### src/rtl/hsect_pkg.sv
package hsect_pkg;

    // Registered strobe pair, both active low.
    typedef struct packed {
        logic idx_n;
        logic sec_n;
    } strobes_t;

    // Position decode flags derived from the platter counter.
    typedef struct packed {
        logic at_index;
        logic in_pulse;
    } phase_flags_t;

    // Regular sector pitch in cycles.
    function automatic int sector_pitch(input int rev_cycles, input int n_sectors);
        return rev_cycles / n_sectors;
    endfunction

    // Final sector absorbs the remainder so a turn lasts rev_cycles exactly.
    function automatic int final_sector_len(input int rev_cycles, input int n_sectors);
        return (rev_cycles / n_sectors) + (rev_cycles % n_sectors);
    endfunction

endpackage

### src/rtl/hsect_platter_ctr.sv
module hsect_platter_ctr #(
    parameter int REV_CYCLES  = 1710,
    parameter int NUM_SECTORS = 17,
    parameter int SEC_W       = $clog2(NUM_SECTORS),
    parameter int SLOT_W      = 8
) (
    input  logic              clk,
    input  logic              rst,
    input  logic              advance,
    output logic [SEC_W-1:0]  sec,
    output logic [SLOT_W-1:0] slot
);
    import hsect_pkg::*;

    localparam int PITCH     = sector_pitch(REV_CYCLES, NUM_SECTORS);
    localparam int FINAL_LEN = final_sector_len(REV_CYCLES, NUM_SECTORS);

    localparam logic [SEC_W-1:0]  SEC_LAST   = SEC_W'(NUM_SECTORS - 1);
    localparam logic [SLOT_W-1:0] SLOT_END   = SLOT_W'(PITCH - 1);
    localparam logic [SLOT_W-1:0] SLOT_FINAL = SLOT_W'(FINAL_LEN - 1);

    logic [SLOT_W-1:0] slot_limit;
    logic              sec_done;

    always_comb begin
        slot_limit = (sec == SEC_LAST) ? SLOT_FINAL : SLOT_END;
        sec_done   = (slot == slot_limit);
    end

    always_ff @(posedge clk) begin
        if (rst) begin
            sec  <= '0;
            slot <= '0;
        end else if (advance) begin
            if (sec_done) begin
                slot <= '0;
                sec  <= (sec == SEC_LAST) ? '0 : sec + 1'b1;
            end else begin
                slot <= slot + 1'b1;
            end
        end
    end

    // the sector number never leaves its legal range
    a_r7_sector_range: assert property (@(posedge clk) disable iff (rst)
        sec <= SEC_LAST);

    // a held platter keeps its position
    a_r8_position_frozen: assert property (@(posedge clk) disable iff (rst)
        !advance |=> ($stable(sec) && $stable(slot)));

    // a new sector always begins at the first slot
    a_r4_sector_starts_at_slot0: assert property (@(posedge clk) disable iff (rst)
        !$stable(sec) |-> (slot == '0));

endmodule

### src/rtl/hsect_strobe_gen.sv
module hsect_strobe_gen #(
    parameter int PULSE_CYCLES = 8,
    parameter int SEC_W        = 5,
    parameter int SLOT_W       = 8
) (
    input  logic              clk,
    input  logic              rst,
    input  logic              spin_en,
    input  logic              drv_sel_n,
    input  logic [SEC_W-1:0]  sec,
    input  logic [SLOT_W-1:0] slot,
    output hsect_pkg::strobes_t strobes,
    output logic [SEC_W-1:0]  cur_sector
);
    import hsect_pkg::*;

    localparam logic [SLOT_W-1:0] PULSE_LEN = SLOT_W'(PULSE_CYCLES);

    phase_flags_t flags;

    always_comb begin
        flags.at_index = (sec == '0);
        flags.in_pulse = (slot < PULSE_LEN);
    end

    always_ff @(posedge clk) begin
        if (rst) begin
            strobes.idx_n <= 1'b1;
            strobes.sec_n <= 1'b1;
            cur_sector    <= '0;
        end else begin
            strobes.idx_n <= !(spin_en && flags.at_index && flags.in_pulse);
            strobes.sec_n <= !(spin_en && flags.in_pulse && !drv_sel_n);
            if (spin_en) begin
                cur_sector <= sec;
            end
        end
    end

    // a selected drive shows the sector strobe together with index
    a_r3_index_carries_sector: assert property (@(posedge clk) disable iff (rst)
        (!strobes.idx_n && !$past(drv_sel_n)) |-> !strobes.sec_n);

    // deselection silences the sector strobe on the next edge
    a_r6_sector_gated: assert property (@(posedge clk) disable iff (rst)
        $past(drv_sel_n) |-> strobes.sec_n);

    // no strobe while the platter is stopped
    a_r8_quiet_when_stopped: assert property (@(posedge clk) disable iff (rst)
        !$past(spin_en) |-> (strobes.idx_n && strobes.sec_n));

    // index is only ever seen in sector zero
    a_r7_index_in_sector0: assert property (@(posedge clk) disable iff (rst)
        !strobes.idx_n |-> (cur_sector == '0));

endmodule

### src/rtl/hsect_timing_gen.sv
module hsect_timing_gen #(
    parameter int REV_CYCLES   = 1710,
    parameter int NUM_SECTORS  = 17,
    parameter int PULSE_CYCLES = 8,
    parameter int SEC_W        = $clog2(NUM_SECTORS)
) (
    input  logic             clk,
    input  logic             rst,
    input  logic             drv_sel_n,
    input  logic             spin_en,
    output logic             index_n,
    output logic             sector_n,
    output logic [SEC_W-1:0] cur_sector
);
    import hsect_pkg::*;

    localparam int FINAL_LEN = final_sector_len(REV_CYCLES, NUM_SECTORS);
    localparam int SLOT_W    = $clog2(FINAL_LEN + 1);

    logic [SEC_W-1:0]  pos_sec;
    logic [SLOT_W-1:0] pos_slot;
    strobes_t          strobes;

    hsect_platter_ctr #(
        .REV_CYCLES  (REV_CYCLES),
        .NUM_SECTORS (NUM_SECTORS),
        .SEC_W       (SEC_W),
        .SLOT_W      (SLOT_W)
    ) u_platter (
        .clk     (clk),
        .rst     (rst),
        .advance (spin_en),
        .sec     (pos_sec),
        .slot    (pos_slot)
    );

    hsect_strobe_gen #(
        .PULSE_CYCLES (PULSE_CYCLES),
        .SEC_W        (SEC_W),
        .SLOT_W       (SLOT_W)
    ) u_strobes (
        .clk        (clk),
        .rst        (rst),
        .spin_en    (spin_en),
        .drv_sel_n  (drv_sel_n),
        .sec        (pos_sec),
        .slot       (pos_slot),
        .strobes    (strobes),
        .cur_sector (cur_sector)
    );

    assign index_n  = strobes.idx_n;
    assign sector_n = strobes.sec_n;

endmodule

### config.mk
export PLATFORM = sky130hd
export DESIGN_NAME = hsect_timing_gen
export DESIGN_NICKNAME = d
export VERILOG_FILES = /design/src/rtl/hsect_pkg.sv /design/src/rtl/hsect_platter_ctr.sv /design/src/rtl/hsect_strobe_gen.sv /design/src/rtl/hsect_timing_gen.sv
export SDC_FILE = /design/constraint.sdc
export NUM_CORES = 1
export LEC_CHECK = 0
export BUFFER_PORTS_ARGS = -buffer_cell sky130_fd_sc_hd__buf_4
export CAP_MARGIN = 10
export CORE_UTILIZATION = 58
export CTS_BUF_LIST = sky130_fd_sc_hd__clkbuf_4 sky130_fd_sc_hd__clkbuf_8 sky130_fd_sc_hd__clkbuf_16
export DETAILED_ROUTE_END_ITERATION = 8
export PLACE_DENSITY = 0.77
export RECOVER_POWER = 100
export SLEW_MARGIN = 20
export SYNTH_ARGS = -nofsm -noshare
export SYNTH_HDL_FRONTEND = slang
export SYNTH_HIERARCHICAL = 1
export SYNTH_SLANG_ARGS = --single-unit
### constraint.sdc
create_clock -name clk -period 3.5 [get_ports clk]
set_clock_uncertainty 0.1 [all_clocks]
set_input_delay 0 -clock clk [delete_from_list [all_inputs] [get_ports clk]]
set_output_delay 0 -clock clk [all_outputs]
set_load 0.02 [all_outputs]
-- Yosys cells after proc, flatten, opt, wreduce, memory -nomap -nowiden
Cells that the tools add are included.
- $add $sub $neg: 2
- $lt $le $gt $ge: 1
- equality and inequality tests: 2
- reduce and logical (&&, ||, !) cells: 9
- mux-type cells: 3
- operators by type and width (operator ; count):
    $add 7x1->7 const B ; 1
    $eq 7x7->1 ; 1
    $lt 7x4->1 const B ; 1
    $mux 7 ; 1
    $add 5x1->5 const B ; 1
    $eq 5x5->1 const B ; 1
    $logic_not 5->1 ; 1
    $mux 5 ; 1
    $logic_and 1x1->1 ; 4
    $mux 4 ; 1
    $logic_not 1->1 ; 3
    $reduce_and 2->1 ; 1
- flip-flop bits (word level): 19
- word-level logic and storage cells: 22
- input bits: 4

-- Depth between registers and ports, before layout
Gate-level depths: netlist (run 1).
- depth in word-level cells: 4
- depth in mapped cells: 6
- depth with buffers taken out: 6

-- Cells and area by module
The synthesis (run 1) kept the hierarchy.
- modules (own cells, without submodules) (module ; cells each ; times used ; seq. area each (um^2) ; area an instance (um^2)):
    hsect_platter_ctr ; 67 ; 1 ; 240.2 ; 616.8
    hsect_strobe_gen ; 23 ; 1 ; 140.1 ; 270.3

-- Least setup slack after synthesis (run 1)
No wires, ideal clock.
- kind: register -> register
- from: register u_platter.sec[0]
- to: register u_platter.sec[3]
- cell stages (with the launch flop): 7
- clock period less this slack: 1662 ps
- required time: 3285 ps
- path slack: 1838 ps
- setup time: 115 ps
- arrival time: 1447 ps
- buffers on the path: 0
- cells stage by stage: dfxtp_1 > inv_1 > ha_1 > and4bb_4 > mux2i_2 > o31a_1 > o21a_1
- longest elaborated chain between the ends: 4
- ends and longest elaborated chain (item ; line ; text):
    from (decl) ; hsect_platter_ctr.sv:10 ; output logic [SEC_W-1:0] sec,
    from (signal assigned) ; hsect_platter_ctr.sv:37 ; sec <= (sec == SEC_LAST) ? '0 : sec + 1'b1;
    $eq 5x5->1 ; hsect_platter_ctr.sv:26, hsect_platter_ctr.sv:37 ;
    $mux 4 ; hsect_platter_ctr.sv:26 ; slot_limit = (sec == SEC_LAST) ? SLOT_FINAL : SLOT_END;
    $eq 7x7->1 ; hsect_platter_ctr.sv:27 ; sec_done = (slot == slot_limit);
    $reduce_and 2->1 (no line) ; -- ;
Parallel ways exist; a longest one is shown, timed or not.
A chain may end at the register's enable or synchronous reset.

-- Worst setup path after layout (run 1)
- from: input spin_en
- to: register u_platter.sec[0]
- longest elaborated chain between the ends: 1
- ends and longest elaborated chain (item ; line ; text):
    from (decl) ; hsect_timing_gen.sv:10 ; input logic spin_en,
    $reduce_and 2->1 (no line) ; -- ;
Every way passes these cells.

==> results of run 1 <==
report_power, final:
group / internal, mW / total [mW] / switching, mW
sequential: 0.223 / 0.229 / 0.00676
combinational: 0.0208 / 0.0426 / 0.0219
clock: 0.0521 / 0.118 / 0.0659
area by class of cell:
cell class              instances  area, sq um
clock buffers                   4         30.0
fillers                       109          379
inverters                       5         18.8
multi-input cells              64          454
flip-flops and latches         19          380
well taps                      15         18.8
repair buffers                 14         85.1
sequential cells by signal, indices dropped and copies added, names as in the netlist:
signal	count
u_platter/slot	7
u_platter/sec	5
u_strobes/cur_sector	5
u_strobes/strobes	2
kinds of logic (layout without fill, tap and decap cells):
kind of cell / Yosys count / after routing
mux: 8 / 8
xor+xnor: 6 / 6
fa+ha+maj: 3 / 3
compound gates: 8 / 8
simple gates: 39 / 39
flops: 19 / 19
buf+inv: 7 / 23
worst min-delay path: cells and delay by family:
family,cells,cell delay [ns]
AO/OA/AOI/OAI,1,0.05
buffers and inverters,2,0.69
metrics by stage:
stage | worst slack (ns) | instance area, sq um | total power [mW]
4_1_cts | 1.66 | 1040 | 0.397
2_1_floorplan | 1.84 | 887 | 0.265
3_3_place_gp | 1.75 | 966 | 0.275
6_report | 1.02 | 987 | 0.390
3_5_place_dp | 1.68 | 966 | 0.276
5_1_grt | 0.923 | 987 | 0.406
path summary, 6_finish.rpt:
kind                                             start                                   end  cells past startpoint
setup / recovery                               spin_en         u_platter/sec[0]$_SDFFE_PP0P_                      5
hold / removal                                     rst         u_platter/sec[1]$_SDFFE_PP0P_                      3
setup reg to reg         u_platter/sec[0]$_SDFFE_PP0P_         u_platter/sec[0]$_SDFFE_PP0P_                      6
hold reg to reg   u_strobes/cur_sector[3]$_SDFFE_PP0P_  u_strobes/cur_sector[3]$_SDFFE_PP0P_                      2
layout by cell type (no fill, tap or decap):
cell type,n
a21oi_1,1
and3b_1,1
and4_1,1
and4bb_4,1
buf_4,2
clkbuf_1,8
clkbuf_4,4
dfxtp_1,19
dlygate4sd3_1,4
ha_1,3
inv_1,5
mux2i_1,7
mux2i_2,1
nand2_1,3
nand3_1,4
nand3b_1,1
nand4_1,4
nand4b_1,2
nor2_1,17
nor2b_1,1
nor3b_4,1
nor4_1,2
nor4b_1,1
o211ai_1,1
o21a_1,1
o21ai_0,2
o311ai_0,1
o31a_1,1
o31ai_1,1
xnor2_1,3
xor2_1,3
routing by layer:
metal,share of wire (%),vias to the layer above,track usage (%)
met5,0,-,0
met4,0.79,0,16.1
met3,3.6,2,4.89
met2,45,18,36.7
met1,50,359,32.1
li1,-,352,-
==> out/qor.yml, run 1 <==
status:
  status: "complete, no violations"
clock_tree:
  cts_buffers: 3
  clkLatencyLatePin_ns: 0.29
  clock-sinks: 19
  cts.repair.resized: 0
  cts.htree.levels: 1
  cts_setup_buffers: 0
  cts_root_buf: "clkbuf_4"
  clk_pin_slew_ns: 0.10
  ctsLongestPathBuffers: 2
  cts_hold_buf: 4
  cts_tree: "done"
setup_path:
  path_cells: "dlygate4sd3_1 -> clkbuf_1 -> nand4_1 -> o21ai_0 -> mux2i_1"
  cp-end-kind: "register"
  worst-r2r-setup-slack_ns: 1.15
  critPathKind: "input pin to register"
  path_buf_inv: 2
  crit_slowest_cell: "o21ai_0"
  worstPathArrival_ns: 2.52
  cpLargestDelayFamily: "buffers and inverters"
  cp_max_fo: 13
  start_kind: "input pin"
  max_stage_delay_ns: 0.89
  required_ns: 3.54
synth:
  async_reset_ff_share_pct: 0
  yosysTopAreaCellShare_pct: 42.9
  synth_top_cell_by_area: "dfxtp_1"
  ys_top_cells_by_count: "19 x dfxtp_1, 17 x nor2_1, 7 x mux2i_1"
  synthFlopType: "dfxtp_1"
  yosysWarnings: 6
  synthAdderAreaFrac_pct: 4.23
  synth_fp_nets: 97
  yosysUniqueCellTypes: 30
  synth_top_family_by_area: "simple AND/OR/NAND/NOR gates"
  synth_seq_area_share_pct: 42.9
  ys_seq_elements: 19
  synth_edf_count: 0
  synth_most_common_cell: "dfxtp_1"
  syn_area_sq_um: 887
  yosys-top-cells-area: "dfxtp_1 43%, mux2i_1 7.9%, nor2_1 7.2%"
  syn_avg_cell_area_sq_um: 9.86
  muxShareOfSynthArea_pct: 9.45
  synth_xor_area_share_pct: 5.92
  synth_compound_area_share_pct: 6.63
  synth_cells: 90
  synth-simple-area-share_pct: 27.1
placed_design:
  dp.cells: 113
  finalWeightedCongestion: 0.865
  hpwl_um: 1100
  portBuffers: 10
sta:
  fin_crit_sh_pct: 70.9
  final_hold_viol_count: 0
  fmax_mhz: 403
  hold_ws_ns: 0.392
  period_minus_slack_ns: 2.48
  drv_slew: 0
  setup_tns_ns: 0
  setup_violations: 0
  worst_pin_slew_ns: 1.01
  slew_headroom_pct: 31.7
  rsz0062_at_grt: "no"
floorplanning:
  fp.dieW_um: 41.1
  start_util_pct: 64.9
  core-area_sq_um: 1370
  ios: 11
  die_area_sq_um: 1690
  die_h_um: 41.1
  rows: 13
global_routing:
  first_global_vias: 587
  track_usage_pct: 24.7
  grt_max_degree: 14
  grt_pass1_wl_um: 2640
  antenna_found_initial: 0
  grt.overflow.total: 0
layout:
  stdcell_count: 121
  fin_nets: 114
  finish.utilization_pct: 72.3
  layout-drive-gt1-share_pct: 8.49
  syn_to_final_growth_pct: 11.3
  diodes: 0
detailed_routing:
  routedWlPerCell_um: 14.7
  vias: 731
  route.detailed.drc: 0
  vias_per_cell: 6.04
  drt_wl_total_um: 1780
  first_pass_iters: 4
  antenna_left: 0
  drt-initial-drc-count: 22
pwr:
  ir_drop_v: 0.000255
  powerDensity_nw_per_um2: 395
  p_leak_nw: 0.368
hold_path:
  hold_path_class: "input pin to register"
run:
  cap_viol_max_count: 0
(Power assumes the default switching activity.)
==> run 2, diff against run 1 <==
--- a/config.mk
+++ b/config.mk
@@ -5,12 +5,13 @@
 export SDC_FILE = /design/constraint.sdc
 export NUM_CORES = 1
 export LEC_CHECK = 0
+export ABC_AREA = 1
 export BUFFER_PORTS_ARGS = -buffer_cell sky130_fd_sc_hd__buf_4
 export CAP_MARGIN = 10
-export CORE_UTILIZATION = 58
+export CORE_UTILIZATION = 50
 export CTS_BUF_LIST = sky130_fd_sc_hd__clkbuf_4 sky130_fd_sc_hd__clkbuf_8 sky130_fd_sc_hd__clkbuf_16
 export DETAILED_ROUTE_END_ITERATION = 8
-export PLACE_DENSITY = 0.77
+export PLACE_DENSITY = 0.7
 export RECOVER_POWER = 100
 export SLEW_MARGIN = 20
 export SYNTH_ARGS = -nofsm -noshare
==> constraint.sdc (replaced) <==
create_clock -name clk -period 2 [get_ports clk]
set_clock_uncertainty 0.1 [all_clocks]
set_input_delay 0 -clock clk [delete_from_list [all_inputs] [get_ports clk]]
set_output_delay 0 -clock clk [all_outputs]
set_load 0.02 [all_outputs]
==> out/qor.yml, run 2 <==
clock_tree:
  cts_tree: "done"
  cts_hold_buf: 5  # +1
  cts.htree.levels: 1  # unchanged
  clock-sinks: 19  # unchanged
  clk_pin_slew_ns: 0.10  # about the same
  cts_root_buf: "clkbuf_4"
  clkLatencyLatePin_ns: 0.30  # about the same
  ctsLongestPathBuffers: 2  # unchanged
  cts.repair.resized: 0  # unchanged
  cts_buffers: 3  # unchanged
  cts_setup_buffers: 0  # unchanged
setup_path:
  crit_top_cell: "dlygate4sd3_1"
  reg2reg_depth: 9  # +3
  required_ns: 2.10  # -1.44 ns
  cp-endpoint: "u_strobes/strobes[0]$_SDFF_PP1_"
  rr_startpoint: "u_platter/sec[0]$_SDFFE_PP0P_"
  worstPathArrival_ns: 1.94  # -0.58 ns
  worst-r2r-setup-slack_ns: 0.19  # -0.96 ns
  path_cells: "dlygate4sd3_1 -> buf_4 -> nor2_1 -> dlygate4sd3_1 -> nand2_1 -> dlygate4sd3_1"
  cpLargestDelayFamily: "buffers and inverters"
  path_buf_inv: 4  # +2
  cp.depth: 6  # +1
  crit_slowest_cell: "dlygate4sd3_1"
  cp_max_fo: 9  # -4
  cp-end-kind: "register"
  worstReg2RegEnd: "u_platter/slot[4]$_SDFFE_PP0P_"
  max_stage_delay_ns: 0.55  # -0.34 ns
  critPathKind: "input pin to register"
  startpoint: "rst"
  start_kind: "input pin"
sta:
  hold_ws_ns: 0.368  # -0.0234 ns
  rsz0062_at_grt: "no"
  drv_slew: 0  # unchanged
  final_hold_viol_count: 0  # unchanged
  worst_pin_slew_ns: 0.357  # -0.656 ns
  period_minus_slack_ns: 1.84
  fin_crit_sh_pct: 91.9
  setup_violations: 0  # unchanged
  slew_headroom_pct: 76.1  # +44 points
  fmax_mhz: 544
  setup_tns_ns: 0  # unchanged
layout:
  final_common_cell: "nand2_1"
  reg.largest.list: "u_platter/slot x7, u_platter/sec x5, u_strobes/cur_sector x5"
  postLayoutCellArea_sq_um: 1100  # +11%
  stdcell_count: 180  # +49%
  syn_to_final_growth_pct: 13.1
  layout-drive-gt1-share_pct: 10.3  # +1.8 points
  diodes: 0  # unchanged
  fin_nets: 163  # +43%
  largest_reg_flops: 7  # unchanged
  layout_common_cells: "35 x nand2_1, 22 x nor2_1, 19 x dfxtp_1, 18 x inv_1, 11 x a21oi_1"
  regMostFlops: "u_platter/slot"
detailed_routing:
  drt-initial-drc-count: 21  # -4.5%
  vias_per_cell: 4.87  # -19%
  vias: 876  # +20%
  route.detailed.drc: 0  # unchanged
  drt_wl_total_um: 1960  # +10%
  routedWlPerCell_um: 10.9  # -26%
  antenna_left: 0  # unchanged
  first_pass_iters: 4  # unchanged
global_routing:
  met3_usage_pct: 7.84  # +3.0 points
  grt.overflow.total: 0  # unchanged
  gr-usage-met2_pct: 37.5  # +0.75 points
  grt_max_degree: 16  # +2
  busiest_layer: "met2"
  grtUsageMet1_pct: 24.3  # -7.8 points
  first_global_vias: 835  # +42%
  track_usage_pct: 21.6  # -3.1 points
  antenna_found_initial: 0  # unchanged
  grt_pass1_wl_um: 3280  # +24%
synth:
  yosysWarnings: 6  # unchanged
  synth_top_cell_by_area: "dfxtp_1"
  synth_most_common_cell: "nand2_1"
  syn_area_sq_um: 971  # +9.4%
  yosysUniqueCellTypes: 24  # -20%
  synth_edf_count: 0  # unchanged
  synth_cells: 137  # +52%
  ys_seq_elements: 19  # unchanged
  synth_fp_nets: 144  # +48%
  ys_top_cells_by_count: "35 x nand2_1, 22 x nor2_1, 19 x dfxtp_1"
  synthFlopType: "dfxtp_1"
  async_reset_ff_share_pct: 0  # unchanged
  yosysTopAreaCellShare_pct: 39.2  # -3.7 points
  syn_avg_cell_area_sq_um: 7.09  # -28%
  synth_seq_area_share_pct: 39.2  # -3.7 points
  yosys-top-cells-area: "dfxtp_1 39%, nand2_1 14%, nor2_1 8.5%"
hold_path:
  hold_path_class: "register to register"
floorplanning:
  die_h_um: 46.1  # +12%
  core-area_sq_um: 1760  # +29%
  die_area_sq_um: 2120  # +26%
  start_util_pct: 55.0  # -9.9 points
  rows: 15  # +2
  ios: 11  # unchanged
  fp.dieW_um: 46.1  # +12%
placed_design:
  hpwl_um: 1420  # +29%
  placed_cell_area_sq_um: 1070  # +11%
  finalWeightedCongestion: 0.875  # +1.1%
  portBuffers: 10  # unchanged
  dp.cells: 171  # +51%
pwr:
  powerDensity_nw_per_um2: 586  # +48%
  p_leak_nw: 0.440  # +20%
  ir_drop_v: 0.000358  # +40%
  power.total_uw: 643  # +65%
status:
  status: "complete, no violations"
run:
  cap_viol_max_count: 0  # unchanged
-- run 2: final cells by class --
class	count	area (sq um)
Fill cell	185	666
Sequential cell	19	380
Multi-Input combinational cell	98	487
Clock buffer	4	30.0
Timing Repair Buffer	15	98.8
Inverter	19	71.3
Tap cell	25	31.3
-- run 2: tightest hold or removal path, delay by kind of cell (launching register included) --
| kind | cells | cell delay (ns) |
|---|---|---|
| and+or+nand+nor | 1 | 0.06 |
| DFF | 1 | 0.32 |
| AOI/OAI and AO/OA | 1 | 0.05 |
-- run 2: cells by family (layout without fill, tap and decap cells) --
family                     Yosys count  after routing  synth area share, %
and+or+nand+nor                     77             77                 38.3
buffers and inverters               20             38                 8.12
DFF                                 19             19                 39.2
AOI/OAI and AO/OA                   15             15                 7.73
adders and majority gates            3              3                 3.87
xor gates and xnor gates             2              2                 1.80
muxes                                1              1                 1.03
-- run 2: metal layers --
| metal | vias to the layer above | share of wire (%) |
|---|---|---|
| li1 | 461 | - |
| met5 | - | 0 |
| met4 | 0 | 0.97 |
| met2 | 17 | 49 |
| met3 | 4 | 4.6 |
| met1 | 394 | 45 |
-- run 2: metrics by stage --
stage,setup WS [ns],util (%)
CTS,0.177,65.2
global route,0.0433,62.3
global placement,0.479,60.6
finish,0.161,62.3
detailed placement,0.423,60.6
floorplan,0.632,-
-- run 2: worst min path at each step --
stage / to / cells past startpoint / startpoint
finish: u_strobes/cur_sector[1]$_SDFFE_PP0P_ / 2 / u_strobes/cur_sector[1]$_SDFFE_PP0P_
detailed placement: u_strobes/strobes[0]$_SDFF_PP1_ / 3 / drv_sel_n
global route: u_strobes/cur_sector[3]$_SDFFE_PP0P_ / 3 / rst
global placement: u_strobes/strobes[0]$_SDFF_PP1_ / 3 / drv_sel_n
floorplan: u_platter/sec[2]$_SDFFE_PP0P_ / 1 / rst
CTS: u_platter/sec[2]$_SDFFE_PP0P_ / 3 / rst
-- run 2: power by group --
part	internal [mW]	switching [mW]
clock network	0.0913	0.115
logic	0.0208	0.0282
registers	0.384	0.00450
total	0.496	0.148
